## src/rtl/dbb_pkg.sv

```systemverilog
package dbb_pkg;

   // Kind of access decoded from one CPU cycle
   typedef enum logic [1:0] {
      ACC_NONE = 2'd0,
      ACC_DATA = 2'd1,
      ACC_SIDE = 2'd2,
      ACC_CTL  = 2'd3
   } dbb_acc_e;

endpackage

```

## src/rtl/dbb_decode.sv

```systemverilog
module dbb_decode #(
   parameter int               ADDR_W    = 8,
   parameter int               SEL_W     = 3,
   parameter int               SEL_LSB   = 2,
   parameter logic [ADDR_W-1:0] DSK_MASK  = 8'hE3,
   parameter logic [ADDR_W-1:0] DSK_MATCH = 8'hA3,
   parameter logic [ADDR_W-1:0] CTL_PORT  = 8'hE3,
   parameter logic [SEL_W-1:0]  DATA_SEL  = '0
) (
   input  logic [ADDR_W-1:0] addr,
   input  logic              rd,
   input  logic              wr,
   output dbb_pkg::dbb_acc_e acc,
   output logic              is_wr,
   output logic [SEL_W-1:0]  sel
);
   import dbb_pkg::*;

   logic hit_dsk;
   logic hit_ctl;
   logic active;

   always_comb begin
      hit_dsk = ((addr & DSK_MASK) == DSK_MATCH);
      hit_ctl = (addr == CTL_PORT);
      active  = rd | wr;
      is_wr   = wr;                       // write wins on a double strobe
      sel     = addr[SEL_LSB +: SEL_W];
      acc     = ACC_NONE;
      if (active) begin
         if (hit_ctl)
            acc = ACC_CTL;
         else if (hit_dsk)
            acc = (sel == DATA_SEL) ? ACC_DATA : ACC_SIDE;
      end
   end

endmodule

```

## src/rtl/dbb_pair_ctrl.sv

```systemverilog
module dbb_pair_ctrl #(
   parameter int CPU_W      = 8,
   parameter bit HOLD_RESET = 1'b1
) (
   input  logic              clk,
   input  logic              rst_n,
   input  dbb_pkg::dbb_acc_e acc,
   input  logic              is_wr,
   input  logic [CPU_W-1:0]  wbyte,
   input  logic [CPU_W-1:0]  rd_hi,
   output logic              phase,
   output logic [CPU_W-1:0]  hold
);
   import dbb_pkg::*;

   logic             phase_nx;
   logic             hold_ld;
   logic [CPU_W-1:0] hold_nx;

   always_comb begin
      phase_nx = phase;
      hold_ld  = 1'b0;
      hold_nx  = is_wr ? wbyte : rd_hi;
      unique case (acc)
         ACC_DATA: begin
            phase_nx = ~phase;
            hold_ld  = ~phase;
         end
         ACC_SIDE, ACC_CTL: phase_nx = 1'b0;
         default: ;
      endcase
   end

   always_ff @(posedge clk) begin
      if (!rst_n) phase <= 1'b0;
      else        phase <= phase_nx;
   end

   generate
      if (HOLD_RESET) begin : g_hold_rst
         always_ff @(posedge clk) begin
            if (!rst_n)       hold <= '0;
            else if (hold_ld) hold <= hold_nx;
         end
      end else begin : g_hold_free
         always_ff @(posedge clk) begin
            if (hold_ld) hold <= hold_nx;
         end
      end
   endgenerate

   AST_DATA_FLIPS: assert property (@(posedge clk) disable iff (!rst_n)
      (acc == ACC_DATA) |=> (phase != $past(phase)));
   AST_SIDE_CLEARS: assert property (@(posedge clk) disable iff (!rst_n)
      (acc == ACC_SIDE || acc == ACC_CTL) |=> !phase);
   AST_STRAY_HOLDS: assert property (@(posedge clk) disable iff (!rst_n)
      (acc == ACC_NONE) |=> ($stable(phase) && $stable(hold)));
   AST_ODD_KEEPS: assert property (@(posedge clk) disable iff (!rst_n)
      (acc == ACC_DATA && phase) |=> $stable(hold));

endmodule

```

## src/rtl/dbb_xfer.sv

```systemverilog
module dbb_xfer #(
   parameter int CPU_W = 8,
   parameter int DSK_W = 16,
   parameter int SEL_W = 3
) (
   input  dbb_pkg::dbb_acc_e acc,
   input  logic              is_wr,
   input  logic              phase,
   input  logic [SEL_W-1:0]  sel,
   input  logic [CPU_W-1:0]  wbyte,
   input  logic [CPU_W-1:0]  hold,
   input  logic [DSK_W-1:0]  dsk_rdata,
   output logic [CPU_W-1:0]  cpu_rdata,
   output logic              ctl_wr,
   output logic [SEL_W-1:0]  dsk_reg,
   output logic              dsk_rd,
   output logic              dsk_wr,
   output logic [DSK_W-1:0]  dsk_wdata
);
   import dbb_pkg::*;

   localparam int PAD_W = DSK_W - CPU_W;

   logic [DSK_W-1:0] side_word;
   logic [DSK_W-1:0] pair_word;

   generate
      if (PAD_W > CPU_W) begin : g_wide
         assign pair_word = {{(PAD_W-CPU_W){1'b0}}, wbyte, hold};
      end else begin : g_exact
         assign pair_word = {wbyte, hold};
      end
   endgenerate

   assign side_word = {{PAD_W{1'b0}}, wbyte};
   assign dsk_reg   = sel;

   always_comb begin
      cpu_rdata = '0;
      ctl_wr    = 1'b0;
      dsk_rd    = 1'b0;
      dsk_wr    = 1'b0;
      dsk_wdata = '0;
      unique case (acc)
         ACC_DATA: begin
            if (is_wr) begin
               dsk_wr    = phase;
               dsk_wdata = phase ? pair_word : '0;
            end else begin
               dsk_rd    = ~phase;
               cpu_rdata = phase ? hold : dsk_rdata[CPU_W-1:0];
            end
         end
         ACC_SIDE: begin
            if (is_wr) begin
               dsk_wr    = 1'b1;
               dsk_wdata = side_word;
            end else begin
               dsk_rd    = 1'b1;
               cpu_rdata = dsk_rdata[CPU_W-1:0];
            end
         end
         ACC_CTL: ctl_wr = is_wr;
         default: ;
      endcase
   end

endmodule

```

## src/rtl/dbb_bridge.sv

```systemverilog
module dbb_bridge #(
   parameter int                ADDR_W     = 8,
   parameter int                CPU_W      = 8,
   parameter int                DSK_W      = 16,
   parameter int                SEL_W      = 3,
   parameter int                SEL_LSB    = 2,
   parameter logic [ADDR_W-1:0] DSK_MASK   = 8'hE3,
   parameter logic [ADDR_W-1:0] DSK_MATCH  = 8'hA3,
   parameter logic [ADDR_W-1:0] CTL_PORT   = 8'hE3,
   parameter logic [SEL_W-1:0]  DATA_SEL   = '0,
   parameter bit                HOLD_RESET = 1'b1
) (
   input  logic              clk,
   input  logic              rst_n,
   input  logic [ADDR_W-1:0] cpu_addr,
   input  logic [CPU_W-1:0]  cpu_wdata,
   input  logic              cpu_rd,
   input  logic              cpu_wr,
   output logic [CPU_W-1:0]  cpu_rdata,
   output logic              ctl_wr,
   output logic [SEL_W-1:0]  dsk_reg,
   output logic              dsk_rd,
   output logic              dsk_wr,
   output logic [DSK_W-1:0]  dsk_wdata,
   input  logic [DSK_W-1:0]  dsk_rdata
);
   import dbb_pkg::*;

   localparam logic [ADDR_W-1:0] SEL_FIELD = ADDR_W'(((1 << SEL_W) - 1) << SEL_LSB);

   generate
      if (DSK_W != 2 * CPU_W) begin : g_bad_width
         $error("dbb_bridge: disk width must be twice the CPU width");
      end
      if (SEL_LSB + SEL_W > ADDR_W) begin : g_bad_field
         $error("dbb_bridge: register select field exceeds address byte");
      end
      if ((DSK_MASK & SEL_FIELD) != '0) begin : g_bad_mask
         $error("dbb_bridge: match mask overlaps register select field");
      end
   endgenerate

   dbb_acc_e         acc;
   logic             is_wr;
   logic [SEL_W-1:0] sel;
   logic             phase;
   logic [CPU_W-1:0] hold;

   dbb_decode #(
      .ADDR_W(ADDR_W), .SEL_W(SEL_W), .SEL_LSB(SEL_LSB),
      .DSK_MASK(DSK_MASK), .DSK_MATCH(DSK_MATCH),
      .CTL_PORT(CTL_PORT), .DATA_SEL(DATA_SEL)
   ) u_dec (
      .addr(cpu_addr), .rd(cpu_rd), .wr(cpu_wr),
      .acc(acc), .is_wr(is_wr), .sel(sel)
   );

   dbb_pair_ctrl #(.CPU_W(CPU_W), .HOLD_RESET(HOLD_RESET)) u_pair (
      .clk(clk), .rst_n(rst_n), .acc(acc), .is_wr(is_wr),
      .wbyte(cpu_wdata), .rd_hi(dsk_rdata[DSK_W-1 -: CPU_W]),
      .phase(phase), .hold(hold)
   );

   dbb_xfer #(.CPU_W(CPU_W), .DSK_W(DSK_W), .SEL_W(SEL_W)) u_xfer (
      .acc(acc), .is_wr(is_wr), .phase(phase), .sel(sel),
      .wbyte(cpu_wdata), .hold(hold), .dsk_rdata(dsk_rdata),
      .cpu_rdata(cpu_rdata), .ctl_wr(ctl_wr), .dsk_reg(dsk_reg),
      .dsk_rd(dsk_rd), .dsk_wr(dsk_wr), .dsk_wdata(dsk_wdata)
   );

   AST_DSK_EXCL: assert property (@(posedge clk) disable iff (!rst_n)
      !(dsk_rd && dsk_wr));
   AST_ODD_READ_QUIET: assert property (@(posedge clk) disable iff (!rst_n)
      (acc == ACC_DATA && !is_wr && phase) |-> !dsk_rd);
   AST_EVEN_WRITE_QUIET: assert property (@(posedge clk) disable iff (!rst_n)
      (acc == ACC_DATA && is_wr && !phase) |-> !dsk_wr);
   AST_CTL_NO_DSK: assert property (@(posedge clk) disable iff (!rst_n)
      (acc == ACC_CTL) |-> (!dsk_rd && !dsk_wr));
   AST_IDLE_QUIET: assert property (@(posedge clk) disable iff (!rst_n)
      (!cpu_rd && !cpu_wr) |-> (!dsk_rd && !dsk_wr && !ctl_wr));

endmodule

```

## config.mk

```make
export PLATFORM = sky130hd
export DESIGN_NAME = dbb_bridge
export DESIGN_NICKNAME = d
export VERILOG_FILES = /design/src/rtl/dbb_pkg.sv /design/src/rtl/dbb_decode.sv /design/src/rtl/dbb_pair_ctrl.sv /design/src/rtl/dbb_xfer.sv /design/src/rtl/dbb_bridge.sv
export SDC_FILE = /design/constraint.sdc
export NUM_CORES = 1
export LEC_CHECK = 0
export BUFFER_PORTS_ARGS = -buffer_cell sky130_fd_sc_hd__buf_2
export CAP_MARGIN = 20
export CORE_ASPECT_RATIO = 0.8
export CORE_MARGIN = 8
export CORE_UTILIZATION = 40
export CTS_CLUSTER_SIZE = 20
export DETAILED_ROUTE_END_ITERATION = 8
export GPL_ROUTABILITY_DRIVEN = 1
export HOLD_SLACK_MARGIN = 0.06
export PLACE_DENSITY = 0.87
export SLEW_MARGIN = 15
export SYNTH_ARGS = -nofsm -noshare
export SYNTH_HDL_FRONTEND = slang
export SYNTH_SLANG_ARGS = --single-unit
```

## constraint.sdc

```tcl
create_clock -name clk -period 4.2 [get_ports clk]
set_clock_uncertainty 0.1 [all_clocks]
set_input_delay 0.63 -clock clk [delete_from_list [all_inputs] [get_ports clk]]
set_output_delay 0.63 -clock clk [all_outputs]
set_load 0.02 [all_outputs]
```

==> impl_results.md <==
* Synth Instances at 92
* Worst-Margin Slew at between 0.4 and 0.5 ns
* Clk slew on worst S/H paths at roughly 0.060 ns
* Pwr/cell area at approximately 170 nW/um2
* Area Growth Syn to Fin at 40.8%
* Kind of cell adding the most delay to the critical path: buffers and inverters
* Setup TNS at 0 ns
* Syn Nets at roughly 130
* Critical Path Slowest Stage Cell: o211a_1
* Largest net degree at the start of global routing at 18
* GRT Total Usage at between 10% and 20%
* CP Capture Point: cpu_rdata[4]
* Vias per std cell at between 5 and 6
* Vias in the first global route at 892
* Vias post-DR at 902
* Core Util, Final at 59.1%
* Longest Clk Path Bufs at 2
* FP Rows at 14
* Peak supply drop at 0.129 mV
* WL final at 2630 um
* HP Class: flip-flop to flip-flop
* Combinational family with the most area after synthesis: compound AO/OA/AOI/OAI gates
* Leakage at about 0.64 nW
* Initial drt markers at 27
* Kind of critical path: input port to output pin
* Slew Viols, Final at 0
* R2R cell count at 4
* Count leader, synth: a22o_1
* Commonest register cell after synthesis: dfxtp_1
* Status: complete, no violations
* First-pass GRT wire length at about 4300 um
* CP peak stage delay at roughly 0.33 ns
* # Max-Cap Violations at 0
* Register-to-register setup slack at approximately 3.1 ns
* Drt drc at 0
* Max Freq at slightly above 300 MHz
* Required time of the critical path at roughly 3.5 ns
* Die H at about 55 um
* Detailed Routing Iterations Pass 1 at 4
* Worst Setup SP: cpu_wr
* Leading area contributor after synthesis: dfxtp_1
* Worst-path cell chain: buf_2, nor2_1, nor2_1, and2_1, ha_1, nor2b_1, buf_4, o211a_1, a22o_1, buf_2
* Number of antenna violations at the first check in global routing at 0
* Setup WS post-layout at ~0.93 ns
* Synth top area share at a little under a quarter
* Final min period at ~3.3 ns
* Unrepaired setup endpoints after global routing: false
* Unique masters post-synth at 25
* RR Endpoint: u_pair.hold[1]
* Netlist Area Pre-Place at roughly 800 um2
* Compound-cell area share of the yosys netlist at between 30% and 40%
* DP Worst Slack at about 0.95 ns
* Post-CTS Setup Inserts at 0
* CP Buf/Inv Count at 3
* Arr. time, crit path at approximately 2.5 ns
* Gpl congestion at around 0.91
* Adder-Cell Fraction of Synth Area at 6.42%
* Fin nets at ~190
* Mean Syn Cell Area at 8.47 um2
* Post-cts gate resize count at 0
* CTS Root Cell: clkbuf_4
* Simple-gate portion of the synthesized area at roughly a fifth
* Global route overflow at 0
* Slew HR at between 70 and 80%
* Worst path depth at 10
* Antenna-violating nets left at 0
* Initial Util at about two fifths
* Crit path launch type: input port
* Final Hold Vio Count at 0
* Htree depth at 1
* # setup viols final at 0
* Period utilization at between 70% and 80%
* Placed wire-length estimate at 2250 um
* Post-synth ARST share at 0%
* Number of synthesized flops with an enable pin at 0
* Worst-skew pair later-pin latency at 0.27 ns
* Seq cells post-synth at 9
* Core area at ~1900 um2
* Multiplexer area fraction after synthesis at 10.3%
* Antenna diode instance count at 0
* Hold buffer count at cts at 0
* CTS Buf Count at 3
* Seq/Total Area, Yosys at a little under a quarter
* Synth warn at 0
* XOR/XNOR Fraction of Synth Area at roughly 1.1%
* FF-to-FF Start: u_pair.phase
* CTS tree: done
* I/O pin count at 66
* I/O Buffers at 65
* Die W at 65.4 um
* CP Max Fanout at 17
* DR WL/cell at around 15 um
* Layout cell share with drive strength beyond 1 at 47.0%
* Top cells by count, synth: a22o_1 (16), and2_1 (11), a21oi_1 (9), dfxtp_1 (9), mux2i_1 (8)
* Die ar. at between 3000 and 4000 um2
* Critical path capture point type: output pin
* Synth area leaders: dfxtp_1 (23%), a22o_1 (18%), mux2i_1 (10%)
* Clock sink total at 9
worst min-delay path by stage:
stage | slack [ns] | end | startpoint | cells after the start
after floorplan | 0.40 | u_pair.hold[0] | u_pair.hold[0] | 2
after global placement | 0.43 | u_pair.hold[6] | u_pair.hold[6] | 2
after detailed placement | 0.43 | u_pair.hold[6] | u_pair.hold[6] | 2
after CTS | 0.44 | u_pair.hold[6] | u_pair.hold[6] | 2
after global routing | 0.48 | u_pair.hold[5] | u_pair.hold[5] | 2
final | 0.45 | u_pair.hold[6] | u_pair.hold[6] | 2
area by class of cell:
| cell class | instances | area (um2) |
|---|---|---|
| Sequential cell | 9 | 180 |
| Inverter | 1 | 3.75 |
| Multi-Input combinational cell | 71 | 523 |
| Clock buffer | 3 | 22.5 |
| Fill cell | 158 | 759 |
| Timing Repair Buffer | 66 | 333 |
| Tap cell | 24 | 30.0 |
| Clock inverter | 1 | 5.00 |
layout by cell type, fill, tap and decap left out, types with 2 or more instances in the layout:
cell type / Yosys / layout
and4_1: 2 / 2
a22o_1: 16 / 16
nor2b_1: 2 / 2
clkbuf_4: 0 / 3
ha_1: 4 / 4
nor2_1: 2 / 2
mux2i_1: 8 / 8
a21oi_1: 9 / 9
o21ai_0: 6 / 6
buf_2: 4 / 65
nand2_1: 2 / 2
and2_1: 11 / 11
o21ai_1: 2 / 2
dfxtp_1: 9 / 9
cell families (layout without fill, tap and decap cells):
family	after synthesis	count (layout)
compound gates	34	34
simple gates	24	24
buf+inv	12	71
flops	9	9
mux	8	8
fa+ha+maj	4	4
xor+xnor	1	1
worst reg2reg max path, stage by stage (launching register included):
cell	delay [ns]
dfxtp_1	0.39
nor2b_1	0.07
buf_4	0.18
o21ai_0	0.16
a21oi_1	0.06
sequential cells by signal, indices dropped and copies added (netlist names):
register,cells
u_pair.hold,8
u_pair.phase,1
stage by stage:
stage	total power [mW]	std cells	cell area, um2	hold WS, ns
final	0.189	175	1100	0.449
after global routing	0.201	175	1100	0.481
after CTS	0.192	175	1100	0.443
after detailed placement	0.124	171	1070	0.435
after global placement	0.123	171	1070	0.434
after floorplan	0.104	92	779	0.405
power breakdown:
group          switching [mW]  internal, mW  leakage, nW
clock                  0.0313        0.0352       0.0177
combinational          0.0175        0.0185        0.551
sequential           0.000684        0.0861       0.0725
total                  0.0495         0.140        0.641
per-layer routing:
layer / global-route usage [%] / up-vias / wire length, um
met3: 6.84 / 4 / 291
met1: 15.0 / 413 / 930
met4: 3.73 / 0 / 19
li1: - / 455 / -
met5: 0 / - / 0
met2: 25.5 / 30 / 1390
Note: power is estimated with default switching activity, not from simulation.
